--- config.mk ---
export PLATFORM = sky130hd
export DESIGN_NAME = irq_bank_ctrl
export DESIGN_NICKNAME = d
export VERILOG_FILES = /design/src/rtl/irq_bank_ctrl.sv
export SDC_FILE = /design/constraint.sdc
export NUM_CORES = 1
export LEC_CHECK = 0
export BUFFER_PORTS_ARGS = -buffer_cell sky130_fd_sc_hd__buf_2
export CAP_MARGIN = 15
export CELL_PAD_IN_SITES_DETAIL_PLACEMENT = 2
export CELL_PAD_IN_SITES_GLOBAL_PLACEMENT = 2
export CORE_UTILIZATION = 36
export CTS_CLUSTER_SIZE = 28
export DETAILED_ROUTE_END_ITERATION = 6
export GPL_TIMING_DRIVEN = 0
export PLACE_DENSITY_LB_ADDON = 0.1
export SYNTH_ARGS = -nofsm -noshare
export SYNTH_HDL_FRONTEND = slang
export SYNTH_SLANG_ARGS = --single-unit
--- constraint.sdc ---
create_clock -name clk -period 3.7 [get_ports clk]
set_clock_uncertainty 0.1 [all_clocks]
set_input_delay 0.37 -clock clk [delete_from_list [all_inputs] [get_ports clk]]
set_output_delay 0.37 -clock clk [all_outputs]
set_load 0.01 [all_outputs]
--- src/rtl/irq_bank_ctrl.sv ---
module irq_bank_ctrl #(
  parameter int ADDR_W = 8
) (
  input  logic              clk,
  input  logic              rst_n,
  input  logic              wr_en,
  input  logic [ADDR_W-1:0] addr,
  input  logic [7:0]        wdata,
  output logic [7:0]        rdata,
  input  logic [3:0]        a_lvl,
  input  logic [1:0]        a_edge,
  input  logic [7:0]        b_lvl,
  input  logic [2:0]        f_lvl,
  output logic              irq_o,
  output logic              fiq_o
);
  localparam logic [ADDR_W-1:0] OFS_SA = ADDR_W'('h10);
  localparam logic [ADDR_W-1:0] OFS_RA = ADDR_W'('h14);
  localparam logic [ADDR_W-1:0] OFS_MA = ADDR_W'('h18);
  localparam logic [ADDR_W-1:0] OFS_SB = ADDR_W'('h20);
  localparam logic [ADDR_W-1:0] OFS_RB = ADDR_W'('h24);
  localparam logic [ADDR_W-1:0] OFS_MB = ADDR_W'('h28);
  localparam logic [ADDR_W-1:0] OFS_SF = ADDR_W'('h30);
  localparam logic [ADDR_W-1:0] OFS_RF = ADDR_W'('h34);
  localparam logic [ADDR_W-1:0] OFS_MF = ADDR_W'('h38);

  logic [1:0] lat, edge_q;
  logic       por;
  logic [7:0] mask_a, mask_b, mask_f;
  logic [7:0] sts_a, sts_b, sts_f;
  logic [7:0] req_a, req_b, req_f;
  logic       clr_wr;

  assign clr_wr = wr_en && (addr == OFS_RA);

  always_ff @(posedge clk or negedge rst_n) begin
    if (!rst_n) begin
      lat    <= '0;
      edge_q <= '0;
      por    <= 1'b1;
    end else begin
      edge_q <= a_edge;
      lat    <= (lat & ~({2{clr_wr}} & wdata[3:2])) | (a_edge & ~edge_q);
      if (clr_wr && wdata[4]) por <= 1'b0;
    end
  end

  always_ff @(posedge clk or negedge rst_n) begin
    if (!rst_n) begin
      mask_a <= '0;
      mask_b <= '0;
      mask_f <= '0;
    end else if (wr_en) begin
      if (addr == OFS_MA) mask_a <= wdata;
      if (addr == OFS_MB) mask_b <= wdata;
      if (addr == OFS_MF) mask_f <= wdata;
    end
  end

  assign sts_a = {1'b1, a_lvl[3:2], por, lat, a_lvl[1:0]};
  assign sts_b = b_lvl;
  assign sts_f = {1'b1, f_lvl[2], 1'b0, f_lvl[1], 3'b000, f_lvl[0]};

  assign req_a = sts_a & mask_a;
  assign req_b = sts_b & mask_b;
  assign req_f = sts_f & mask_f;

  assign irq_o = |{req_a, req_b};
  assign fiq_o = |req_f;

  always_comb begin
    case (addr)
      OFS_SA:  rdata = sts_a;
      OFS_RA:  rdata = req_a;
      OFS_MA:  rdata = mask_a;
      OFS_SB:  rdata = sts_b;
      OFS_RB:  rdata = req_b;
      OFS_MB:  rdata = mask_b;
      OFS_SF:  rdata = sts_f;
      OFS_RF:  rdata = req_f;
      OFS_MF:  rdata = mask_f;
      default: rdata = 8'h00;
    endcase
  end
endmodule

* Word level (Yosys, flattened, before mapping) *
Cells that the tools add are included.

operators by class
  $add $sub $neg = 0
  multiply operators = 0
  divide/modulo/power cells = 0
  $lt $le $gt $ge = 0
  equality and inequality tests = 9
  shifts and indexed selects = 0
  muxes and demuxes = 1
  bitwise gates (word level) = 9
  reductions and logical operators = 7

operator list
  kind                                                                   count
  8-bit case mux with 9 select lines                                     1
  8-bit by 6-bit equality test with 1-bit output, second input constant  6
  8-bit bitwise AND                                                      3
  8-bit by 5-bit equality test with 1-bit output, second input constant  3
  16-bit OR reduction                                                    1
  8-bit OR reduction                                                     1
  2-bit bitwise AND                                                      3
  2-bit AND reduction                                                    3
  2-bit NOT                                                              2
  1-bit logical AND                                                      2
  2-bit bitwise OR                                                       1

storage, ports and cells
  register bits = 29
  latch bits = 0
  memory bits (writable) = 0
  memory bits (read-only) = 0
  output and inout port bits = 10
  logic and storage cells = 32
  memories = 0

* Depth between registers and ports, before layout *
Gate-level depths: netlist of the first run.

  word-level depth = 6
  depth in mapped cells = 7
  mapped depth without buffers = 4

* Worst setup path before layout of the first run *
OpenSTA, ideal clock, no wires.

  kind = input -> output
  start = in addr[3]
  end = out rdata[6]
  arrival = 1514 ps
  data required time = 3230 ps
  slack = 1716 ps
  stages = 7
  path buffers = 3
  path through = buf_4 > and2b_1 > buf_4 > buf_2 > o21ai_0 > a21oi_1 > o31a_1

between the ends
  word-level cells in the longest chain between the ends = 2
  elaborated cells between the ends (all ways) = 10
  classes of those cells = 9 x eq/ne; 1 x mux

ends and longest elaborated chain
  element                                                                                                           line  source
  start: declaration                                                                                                7     input logic [ADDR_W-1:0] addr,
  8-bit by 6-bit equality test with 1-bit output or 8-bit by 5-bit equality test with 1-bit output (tied branches)  72    case (addr)
  8-bit case mux with 9 select lines (*)                                                                            72
  end: declaration                                                                                                  9     output logic [7:0] rdata,

Every way passes the cells marked *; elsewhere a longest branch is shown, timed or not.

* Worst setup path in the final report of the first run *
  start = in addr[1]
  end = out rdata[0]

The elaborated chain is that of the path after synthesis.

==> results of run 1 <==
[kinds of logic after synthesis]
family | after synthesis
flops | 29
mux | 30
simple gates | 57
compound gates | 47
buf+inv | 14
[state kept, by name (all words and copies together), names as in the netlist]
signal	cells
por	1
edge_q	2
mask_f	8
lat	2
mask_a	8
mask_b	8
[metal layers]
metal,vias up,track usage,share of wire
li1,787,-,-
met1,904,0.332,0.44
met2,50,0.430,0.51
met3,8,0.0442,0.043
met4,0,0.0776,0.013
met5,-,0,0
[metrics by stage]
stage | setup slack (ns) | instances
2_1_floorplan | 1.72 | 177
3_3_place_gp | 1.33 | 290
3_5_place_dp | 1.29 | 290
4_1_cts | 1.24 | 298
5_1_grt | 1.15 | 298
6_report | 1.21 | 298
[worst paths after layout]
path                            from   endpoint
min                            rst_n  mask_f[6]
min reg2reg                      por        por
max reg2reg                      por        por
max                          addr[1]   rdata[0]
max in group asynchronous      rst_n  mask_a[3]
min in group clk           a_edge[0]  edge_q[0]
[cell usage in the layout (no fill, tap or decap), drive strengths merged, types with 2 or more instances in the layout]
cell type  instances
a32oi              2
buf               49
o211ai             2
and3b              2
mux2i              5
inv                4
a22o               6
nand3             11
a41oi              3
a21oi             10
nor4b              2
nand2             10
a22oi              6
o22ai              2
nor2               5
a32o               3
clkinv             2
nor2b              3
dfrtp             28
a211o              2
a21o               2
clkbuf            10
nand4              9
nand3b             2
or2                2
nand2b             8
mux2              25
[cell type report]
type	count	area, sq um	area share
Sequential cell	29	727	0.318
Tap cell	70	87.6	0.0384
Clock buffer	6	72.6	0.0318
Multi-Input combinational cell	134	1100	0.482
Buffer	10	56.3	0.0247
Timing Repair Buffer	43	215	0.0942
Clock inverter	2	10.0	0.00438
Inverter	4	15.0	0.00658
[power groups by stage]
| stage | registers (mW) | clock network, mW | logic (mW) |
|---|---|---|---|
| 2_1_floorplan | 0.345 | 0 | 0.0678 |
| 3_3_place_gp | 0.349 | 0 | 0.122 |
| 3_5_place_dp | 0.351 | 0 | 0.128 |
| 4_1_cts | 0.345 | 0.266 | 0.129 |
| 5_1_grt | 0.347 | 0.283 | 0.138 |
| 6_report | 0.345 | 0.255 | 0.127 |
==> flow_metrics.tcl, run 1 <==
set metrics [dict create \
    ctsLongestPathBuffers 2 \
    critPathCaptureType "output port" \
    post-synth-top-area-fraction 0.369 \
    vias 1749 \
    cts_inserted_buffers 5 \
    yosys.cell_types.count 45 \
    num_rows 26 \
    insertion_delay_to_the_later_sink_of_the_worst_skew_pair_ns 0.28 \
    fin_util 0.447 \
    cp_num_cells 7 \
    synthXorXnorAreaFrac 0 \
    timing.setup.tns_ns 0 \
    clkSlewWorstSetupHoldPaths_ns 0.07 \
    synth.cell_area_sq_mm 0.00190 \
    clock_tree.htree_level_count 2 \
    post-synth-top-count-cell "dfrtp_1" \
    timing.reg2reg.setup_slack_ns 2.72 \
    grt_first_pass_wirelength_um 10000 \
    maximum_number_of_pins_on_one_net_before_global_route_repair 30 \
    grt_setup_unrepaired "false" \
    yosys_warning_total 0 \
    post_cts.repair.setup_buffers 0 \
    synth_adder_area_share 0 \
    gp_congestion 0.883 \
    cp_max_stage_cell "nor2_1" \
    dominant_cells_by_area_after_synthesis "dfrtp_1 (37%), mux2_2 (10%), mux2_4 (6.3%)" \
    globalRouteTotalUtil 0.254 \
    synth_nets 213 \
    synth_simple_gate_area_frac 0.201 \
    cpLargestDelayFamily "simple AND/OR/NAND/NOR gates" \
    final-hold-violation-count 0 \
    start_kind "input pin" \
    slew_viol_final 0 \
    dieArea_sq_mm 0.00557 \
    power.density_cell_area_mw_per_mm2 319 \
    detailedRoute.firstPassIterationCount 4 \
    timing.critical_path.arrival_ns 2.02 \
    finish.instance_area_sq_mm 0.00228 \
    floorplan.core_area_sq_mm 0.00511 \
    gr-total-overflow 0 \
    yosysTopAreaCell "dfrtp_1" \
    dieHeight_um 74.6 \
    netSwitchingPower_uw 211 \
    finalWirelength_um 6420 \
    die_w_um 74.6 \
    post-route-period-util 0.673 \
    detailedRoute.firstIterationViolations 96 \
    routed_via_density 5.87 \
    cts-root-buf "clkbuf_8" \
    quantity_of_i_o_buffers_inserted_on_ports 43 \
    area_growth_syn_to_layout_pct 20.3 \
    post_cts_resized 0 \
    seq_power_share 0.474 \
    hpwl_after_detailed_placement_um 4790 \
    peakVddDrop_mv 0.205 \
    synth_top_flop_cell "dfrtp_1" \
    slew_headroom 0.527 \
    min-delay-path-class "input pin to async pin" \
    ys_top_cells_by_count "dfrtp_1 (28), mux2_2 (17), nand3_1 (11), a21oi_1 (10), nand2_1 (10)" \
    post_drt_wl_per_cell_um 21.5 \
    drc_errors 0 \
    critical_path_max_stage_delay_ns 0.44 \
    run_status "complete, no violations" \
    avgSynthCellArea_sq_um 10.7 \
    layout.nets 263 \
    top_level_ports 46 \
    number_of_synthesized_flops_with_an_enable_pin 0 \
    yosys-mux-area-fraction 0.191 \
    ff_latch_count_synth 29 \
    synth_top_family_by_area "simple AND/OR/NAND/NOR gates" \
    worstMarginPinSlew_ns 0.709 \
    syn_inst 177 \
    cell_leakage_power_nw 1.09 \
    power.switching_fraction 0.290 \
    antenna_violations_before_repair 0 \
    maxCapViolations 0 \
    worstPathBufferInverterCount 3 \
    cts.sink_count 29 \
    clock_power_share 0.351 \
    first_global_vias 1801 \
    critPathRequiredTime_ns 3.23 \
    cts_hold_buffers 0 \
    synth-seq-area-share 0.383 \
    initial_core_util 0.372 \
    worstPathCellList "buf_2, nor2_1, buf_2, and2_1, nand3_1, o211ai_1, buf_2" \
    fmaxAchievable_mhz 402 \
    setup_viol 0 \
    post_route_cells_drive_above_1_share 0.390 \
    p_comb_frac 0.175 \
    crit_type "input pin to output port" \
    ant_nets 0 \
    post-layout-total-power_uw 728 \
    reg2regPathDepth 2 \
    fillCellCount 590 \
    antenna_cells 0 \
    post_dp_cell_area_sq_mm 0.00220 \
    tritoncts "yes" \
    internal_power_uw 517 \
    most_frequent_cell_on_critical_path "buf_2" \
    worst_hold_slack_ns 0.0367 \
    compound_cell_area_share_of_the_yosys_netlist 0.188 \
    ys_async_sr_fraction 1.00 \
    post-route-min-period_ns 2.49 \
    critPathMaxFanout 10 \
]
No activity file was read; power rests on OpenSTA's default activity.
==> run 2: changes to the inputs <==
--- a/config.mk
+++ b/config.mk
@@ -5,11 +5,12 @@
 export SDC_FILE = /design/constraint.sdc
 export NUM_CORES = 1
 export LEC_CHECK = 0
+export ABC_AREA = 1
 export BUFFER_PORTS_ARGS = -buffer_cell sky130_fd_sc_hd__buf_2
 export CAP_MARGIN = 15
 export CELL_PAD_IN_SITES_DETAIL_PLACEMENT = 2
 export CELL_PAD_IN_SITES_GLOBAL_PLACEMENT = 2
-export CORE_UTILIZATION = 36
+export CORE_UTILIZATION = 30
 export CTS_CLUSTER_SIZE = 28
 export DETAILED_ROUTE_END_ITERATION = 6
 export GPL_TIMING_DRIVEN = 0
==> constraint.sdc (replaced) <==
create_clock -name clk -period 2.5 [get_ports clk]
set_clock_uncertainty 0.1 [all_clocks]
set_input_delay 0.25 -clock clk [delete_from_list [all_inputs] [get_ports clk]]
set_output_delay 0.25 -clock clk [all_outputs]
set_load 0.01 [all_outputs]
==> run 2 against run 1 <==
Effect of this change:
- the run now ends with design-rule violations left
- register-to-register slack worse by 1.2 ns
- wire length grew 6.8%
- utilization decreased by 6.5 points
- critical endpoint is now rdata[4]
- critical path depth rose by 3
- total power rose by 44%
- area after synthesis is 6.3% higher
- first-iteration DRC count decreased by 20%
- die area up 27%
- sequential cell count is the same
- combinational power is 28% higher
- hold slack improved by 0.025 ns
- cell count is 37% higher
==> flow_metrics.tcl, run 2 <==
set metrics [dict create \
    cts_inserted_buffers 5 \
    synthXorXnorAreaFrac 0 \
    worst_hold_slack_ns 0.0616 \
    fin_util 0.382 \
    drc_errors 12 \
    slew_viol_final 0 \
    ys_async_sr_fraction 1.00 \
    number_of_synthesized_flops_with_an_enable_pin 0 \
    clkSlewWorstSetupHoldPaths_ns 0.06 \
    cts-root-buf "clkbuf_8" \
    first_global_vias 2152 \
    number_of_placed_instances_with_taps_included 397 \
    antenna_violations_before_repair 0 \
    yosys.cell_types.count 24 \
    multi_input_area_sq_mm 0.00109 \
    ff_latch_count_synth 29 \
    most-common-layout-cells "nand2_1 (83), buf_2 (46), nand3_1 (38)" \
    min-delay-path-class "input pin to flip-flop" \
    fillCellCount 815 \
    fmaxAchievable_mhz 557 \
    critPathMaxFanout 10 \
    quantity_of_i_o_buffers_inserted_on_ports 45 \
    final-hold-violation-count 0 \
    gp_congestion 0.783 \
    post_drt_wl_per_cell_um 16.8 \
    ctsLongestPathBuffers 2 \
    detailedRoute.firstPassIterationCount 6 \
    post-route-min-period_ns 1.80 \
    hpwl_after_detailed_placement_um 5510 \
    dieHeight_um 84.0 \
    worst_hold_path.num_cells 2 \
    post_cts.repair.setup_buffers 0 \
    top_level_ports 46 \
    post-synth-top-area-fraction 0.347 \
    ant_nets 0 \
    synth_top_flop_cell "dfrtp_1" \
    seq_power_share 0.494 \
    power.switching_fraction 0.285 \
    layout_commonest_cell "nand2_1" \
    vias 2033 \
    yosysTopAreaCell "dfrtp_1" \
    start_kind "input pin" \
    initial_core_util 0.314 \
    post-route-period-util 0.718 \
    worstPathCellList "buf_2, inv_1, nand2_2, nor2_2, buf_4, nand3_1, nand2_1, nor2_1, nand3_1, buf_2" \
    timing.reg2reg.setup_slack_ns 1.50 \
    maximum_number_of_pins_on_one_net_before_global_route_repair 30 \
    cts.sink_count 29 \
    peakVddDrop_mv 0.478 \
    area_growth_syn_to_layout_pct 21.5 \
    grt_setup_unrepaired "false" \
    tritoncts "yes" \
    failing_checks "design-rule violations" \
    power.density_cell_area_mw_per_mm2 429 \
    internal_power_uw 751 \
    post-layout-total-power_mw 1.05 \
    setup_viol 0 \
    post-synth-top-count-cell "nand2_1" \
    timing.setup.tns_ns 0 \
    yosys_warning_total 0 \
    grt_first_pass_wirelength_um 11300 \
    slew_headroom 0.567 \
    cp_max_stage_cell "nor2_2" \
    ys_top_cells_by_count "nand2_1 (83), nand3_1 (38), dfrtp_1 (28), inv_1 (27), nor2_1 (24)" \
    worstHoldStart "wdata[4]" \
    critPathRequiredTime_ns 2.15 \
    netSwitchingPower_uw 299 \
    post_cts_resized 0 \
    reg_to_reg_endpoint "por" \
    syn_inst 275 \
    regArea_sq_um 727 \
    gr-total-overflow 0 \
    maxCapViolations 0 \
    clock_power_share 0.351 \
    crit_type "input pin to output port" \
    die_w_um 84.0 \
    cts_hold_buffers 3 \
    p_comb_frac 0.154 \
    synth_nets 311 \
    cell_leakage_power_nw 1.31 \
    timing.hold.worst_endpoint "por" \
    antenna_cells 0 \
    synth_simple_gate_area_frac 0.406 \
    synth_adder_area_share 0 \
    synth.cell_area_sq_mm 0.00202 \
    timing.rr.start "por" \
    synth-seq-area-share 0.360 \
    largest_registers "mask_a: 8 flops, mask_b: 8 flops, mask_f: 8 flops" \
    floorplan.core_area_sq_mm 0.00642 \
    synth_top_family_by_area "simple AND/OR/NAND/NOR gates" \
    layout.cells.non_filler 408 \
    detailedRoute.firstIterationViolations 77 \
    yosys-mux-area-fraction 0 \
    finalWirelength_um 6860 \
    reg2regPathDepth 1 \
    run_status "finished with violations" \
    post_route_cells_drive_above_1_share 0.290 \
    critical_path_max_stage_delay_ns 0.26 \
    critPathCaptureType "output port" \
    avgSynthCellArea_sq_um 7.33 \
    clock_tree.htree_level_count 2 \
    routed_via_density 4.98 \
    compound_cell_area_share_of_the_yosys_netlist 0.135 \
    dominant_cells_by_area_after_synthesis "dfrtp_1 (35%), nand2_1 (15%), nand3_1 (9.4%)" \
    worstMarginPinSlew_ns 0.650 \
    timing.critical_path.arrival_ns 1.45 \
    num_rows 29 \
    insertion_delay_to_the_later_sink_of_the_worst_skew_pair_ns 0.28 \
    globalRouteTotalUtil 0.212 \
    dieArea_sq_mm 0.00706 \
    layout.nets 366 \
]
## run 2: power groups by stage
stage	clock [mW]	sequential, mW	combinational [mW]
after floorplan	0	0.516	0.0884
after global placement	0	0.526	0.156
after detailed placement	0	0.527	0.161
after CTS	0.378	0.519	0.165
after global routing	0.399	0.523	0.180
final	0.369	0.519	0.162
## run 2: critical path, delay by kind of cell
| family | cells | cell delay (ns) |
|---|---|---|
| buf+inv | 4 | 0.55 |
| simple gates | 6 | 0.65 |
## run 2: worst max-delay path by stage
stage	startpoint	endpoint	slack, ns	depth (start not counted)
detailed placement	addr[3]	lat[1]	0.70	9
finish	addr[6]	rdata[4]	0.70	10
global placement	addr[0]	rdata[4]	0.72	10
floorplan	addr[6]	rdata[3]	1.09	9
CTS	addr[6]	rdata[2]	0.70	10
global route	addr[4]	rdata[1]	0.57	10
## run 2: final cells by class
class / count / share of cell area
Multi-Input combinational cell: 208 / 0.446
Inverter: 28 / 0.0434
Buffer: 10 / 0.0373
Clock buffer: 6 / 0.0296
Timing Repair Buffer: 48 / 0.104
Sequential cell: 29 / 0.297
Tap cell: 77 / 0.0393
Clock inverter: 2 / 0.00408
## run 2: per-stage QoR
| step | instance area [sq um] | worst slack (ns) |
|---|---|---|
| 5_1_grt | 2450 | 0.570 |
| 6_report | 2450 | 0.704 |
| 3_3_place_gp | 2340 | 0.719 |
| 4_1_cts | 2450 | 0.703 |
| 2_1_floorplan | 2020 | 1.09 |
| 3_5_place_dp | 2340 | 0.695 |
## run 2: per-layer routing
layer | vias to the layer above | wire [um] | GRT usage
li1 | 1002 | - | -
met3 | 6 | 133 | 0.0257
met5 | - | 0 | 0
met4 | 0 | 76 | 0.0564
met1 | 999 | 3300 | 0.276
met2 | 26 | 3340 | 0.369
## run 2: kinds of logic after synthesis
| group | Yosys count |
|---|---|
| buffers and inverters | 38 |
| and+or+nand+nor | 170 |
| AOI/OAI and AO/OA | 38 |
| DFF | 29 |
==> run 3: changes to the inputs <==
--- a/config.mk
+++ b/config.mk
@@ -5,12 +5,12 @@
 export SDC_FILE = /design/constraint.sdc
 export NUM_CORES = 1
 export LEC_CHECK = 0
-export ABC_AREA = 1
+export ABC_AREA = 0
 export BUFFER_PORTS_ARGS = -buffer_cell sky130_fd_sc_hd__buf_2
 export CAP_MARGIN = 15
 export CELL_PAD_IN_SITES_DETAIL_PLACEMENT = 2
 export CELL_PAD_IN_SITES_GLOBAL_PLACEMENT = 2
-export CORE_UTILIZATION = 30
+export CORE_UTILIZATION = 33
 export CTS_CLUSTER_SIZE = 28
 export DETAILED_ROUTE_END_ITERATION = 6
 export GPL_TIMING_DRIVEN = 0
==> constraint.sdc (replaced) <==
create_clock -name clk -period 1.7 [get_ports clk]
set_clock_uncertainty 0.1 [all_clocks]
set_input_delay 0.17 -clock clk [delete_from_list [all_inputs] [get_ports clk]]
set_output_delay 0.17 -clock clk [all_outputs]
set_load 0.01 [all_outputs]
==> run 3 against run 2 <==
Effect of this change:
- combinational power grew 140%
- utilization increased by 11 points
- final area up 12%
- non-clock buffer count increased by 23
- first-iteration DRC count is 26% higher
- the flow finishes with violations (negative setup slack)
- global-route usage grew 3.6 points
- die area decreased by 14%
- critical path depth down 5
- via count fell by 8.9%
==> flow_metrics.tcl, run 3 (synthesis gave the netlist of run 1 again) <==
set metrics [dict create \
    ant_nets 0 \
    drc_errors 0 \
    slew_viol_final 0 \
    peakVddDrop_mv 0.354 \
    detailedRoute.firstPassIterationCount 4 \
    post_drt_wl_per_cell_um 23.0 \
    vias 1853 \
    die_w_um 77.8 \
    crit_type "flip-flop to output port" \
    detailedRoute.firstIterationViolations 97 \
    worstMarginPinSlew_ns 0.722 \
    dieHeight_um 77.8 \
    tritoncts "yes" \
    dp_worst_setup_slack_ns -0.266 \
    p_comb_frac 0.226 \
    antenna_violations_before_repair 0 \
    insertion_delay_to_the_later_sink_of_the_worst_skew_pair_ns 0.28 \
    post-layout-total-power_mw 1.74 \
    area_growth_syn_to_layout_pct 44.1 \
    layout.nets 291 \
    critPathMaxFanout 2 \
    post_route_cells_drive_above_1_share 0.545 \
    min-delay-path-class "input pin to flip-flop" \
    power.density_cell_area_mw_per_mm2 635 \
    routed_via_density 5.67 \
    run_status "finished with violations" \
    quantity_of_i_o_buffers_inserted_on_ports 43 \
    most-common-layout-cells "buf_2 (41), dfrtp_1 (28), buf_4 (23)" \
    fmaxAchievable_mhz 534 \
    post_dp_cell_area_sq_mm 0.00220 \
    maxCapViolations 0 \
    globalRouteTotalUtil 0.247 \
    largest_registers "mask_a: 8 flops, mask_b: 8 flops, mask_f: 8 flops" \
    layout_commonest_cell "buf_2" \
    internal_power_mw 1.24 \
    critPathRequiredTime_ns 1.43 \
    post-route-period-util 1.10 \
    initial_core_util 0.343 \
    slew_headroom 0.519 \
    failing_checks "negative setup slack" \
    finish.instance_area_sq_mm 0.00274 \
    post-route-min-period_ns 1.87 \
    cell_leakage_power_nw 1.33 \
    cts-root-buf "clkbuf_8" \
    cts_inserted_buffers 5 \
    maximum_number_of_pins_on_one_net_before_global_route_repair 30 \
    final-hold-violation-count 0 \
    ctsLongestPathBuffers 2 \
    clock_power_share 0.342 \
    hpwl_after_detailed_placement_um 4760 \
    setup_viol 8 \
    power.switching_fraction 0.287 \
    top_level_ports 46 \
    timing.setup.tns_ns -0.537 \
    floorplan.core_area_sq_mm 0.00554 \
    gr-total-overflow 0 \
    first_global_vias 1964 \
    antenna_cells 0 \
    grt_setup_unrepaired "true" \
    dieArea_sq_mm 0.00606 \
    netSwitchingPower_uw 499 \
    critPathCaptureType "output port" \
    seq_power_share 0.433 \
    timing.critical_path.arrival_ns 1.60 \
    start_kind "flip-flop" \
    clkSlewWorstSetupHoldPaths_ns 0.07 \
    finalWirelength_um 7520 \
    final.setup.worst_slack_ns -0.173 \
    grt_first_pass_wirelength_um 11000 \
    num_rows 27 \
    clock_tree.htree_level_count 2 \
    gp_congestion 0.819 \
    cts.sink_count 29 \
]
==> run 3: changes by cell type in the layout (fill, tap and decap cells not counted), sizes merged, moves of 8 or more <==
cell / before / now
buf: 55 / 72
inv: 27 / 4
nand2b: 0 / 8
o21ai: 26 / 1
nand2: 91 / 10
nand3: 39 / 11
o21a: 8 / 0
nor2: 31 / 5
mux2: 0 / 25
==> run 3: power by group through the flow <==
stage | Sequential (mW) | Combinational, mW | Clock [mW]
finish | 0.751 | 0.392 | 0.593
global route | 0.754 | 0.419 | 0.627
CTS | 0.751 | 0.345 | 0.611
detailed placement | 0.764 | 0.278 | 0
global placement | 0.761 | 0.266 | 0
floorplan | 0.752 | 0.147 | 0
==> run 3: final timing paths <==
kind | start | depth (start not counted) | endpoint | slack, ns
setup / recovery | por | 5 | rdata[4] | -0.17
hold / removal | wdata[4] | 2 | por | 0.05
setup reg to reg | mask_f[0] | 3 | mask_f[0] | 0.55
hold reg to reg | mask_f[2] | 1 | mask_f[2] | 0.43
max in group asynchronous | rst_n | 2 | lat[0] | 0.65
min in group asynchronous | rst_n | 2 | mask_f[6] | 0.37
==> run 3: metal layers <==
metal / wire [um] / up-vias / track usage / part of all wire
met1: 3260 / 954 / 0.318 / 0.43
met4: 112 / 0 / 0.0943 / 0.015
met3: 317 / 11 / 0.0435 / 0.042
li1: - / 839 / - / -
met2: 3820 / 49 / 0.411 / 0.51
met5: 0 / - / 0 / 0
==> run 3: layout make-up <==
type	count	area, sq um
buffer	10	82.6
clock buffer	7	86.3
fill	590	2810
inverter	4	15.0
multi-input combinational	134	1250
sequential	29	727
tap	72	90.1
timing repair buffer	71	487
==> run 3: worst max-delay path: stages (launching register included) <==
cell and delay, ns:
dfstp_2 0.38, mux2_2 0.26, a22oi_2 0.14, o32ai_2 0.10
a311o_1 0.29, buf_2 0.15
==> run 3: metrics by stage <==
| stage | hold slack, ns | utilization | instances |
|---|---|---|---|
| 2_1_floorplan | -0.226 | - | 177 |
| 3_3_place_gp | 0.139 | 0.398 | 292 |
| 3_5_place_dp | 0.159 | 0.398 | 292 |
| 4_1_cts | 0.0327 | 0.463 | 317 |
| 5_1_grt | 0.0562 | 0.494 | 327 |
| 6_report | 0.0496 | 0.494 | 327 |
==> run 3: what timing repair did <==
action                                 in CTS  in global routing
gates cloned                                1                  0
setup endpoints to repair                   9                  9
setup buffers                              14                 10
pin swaps                                  12                 12
resized for setup                          28                 20
endpoints found under the hold margin      30                  0
hold buffers                                3                  0
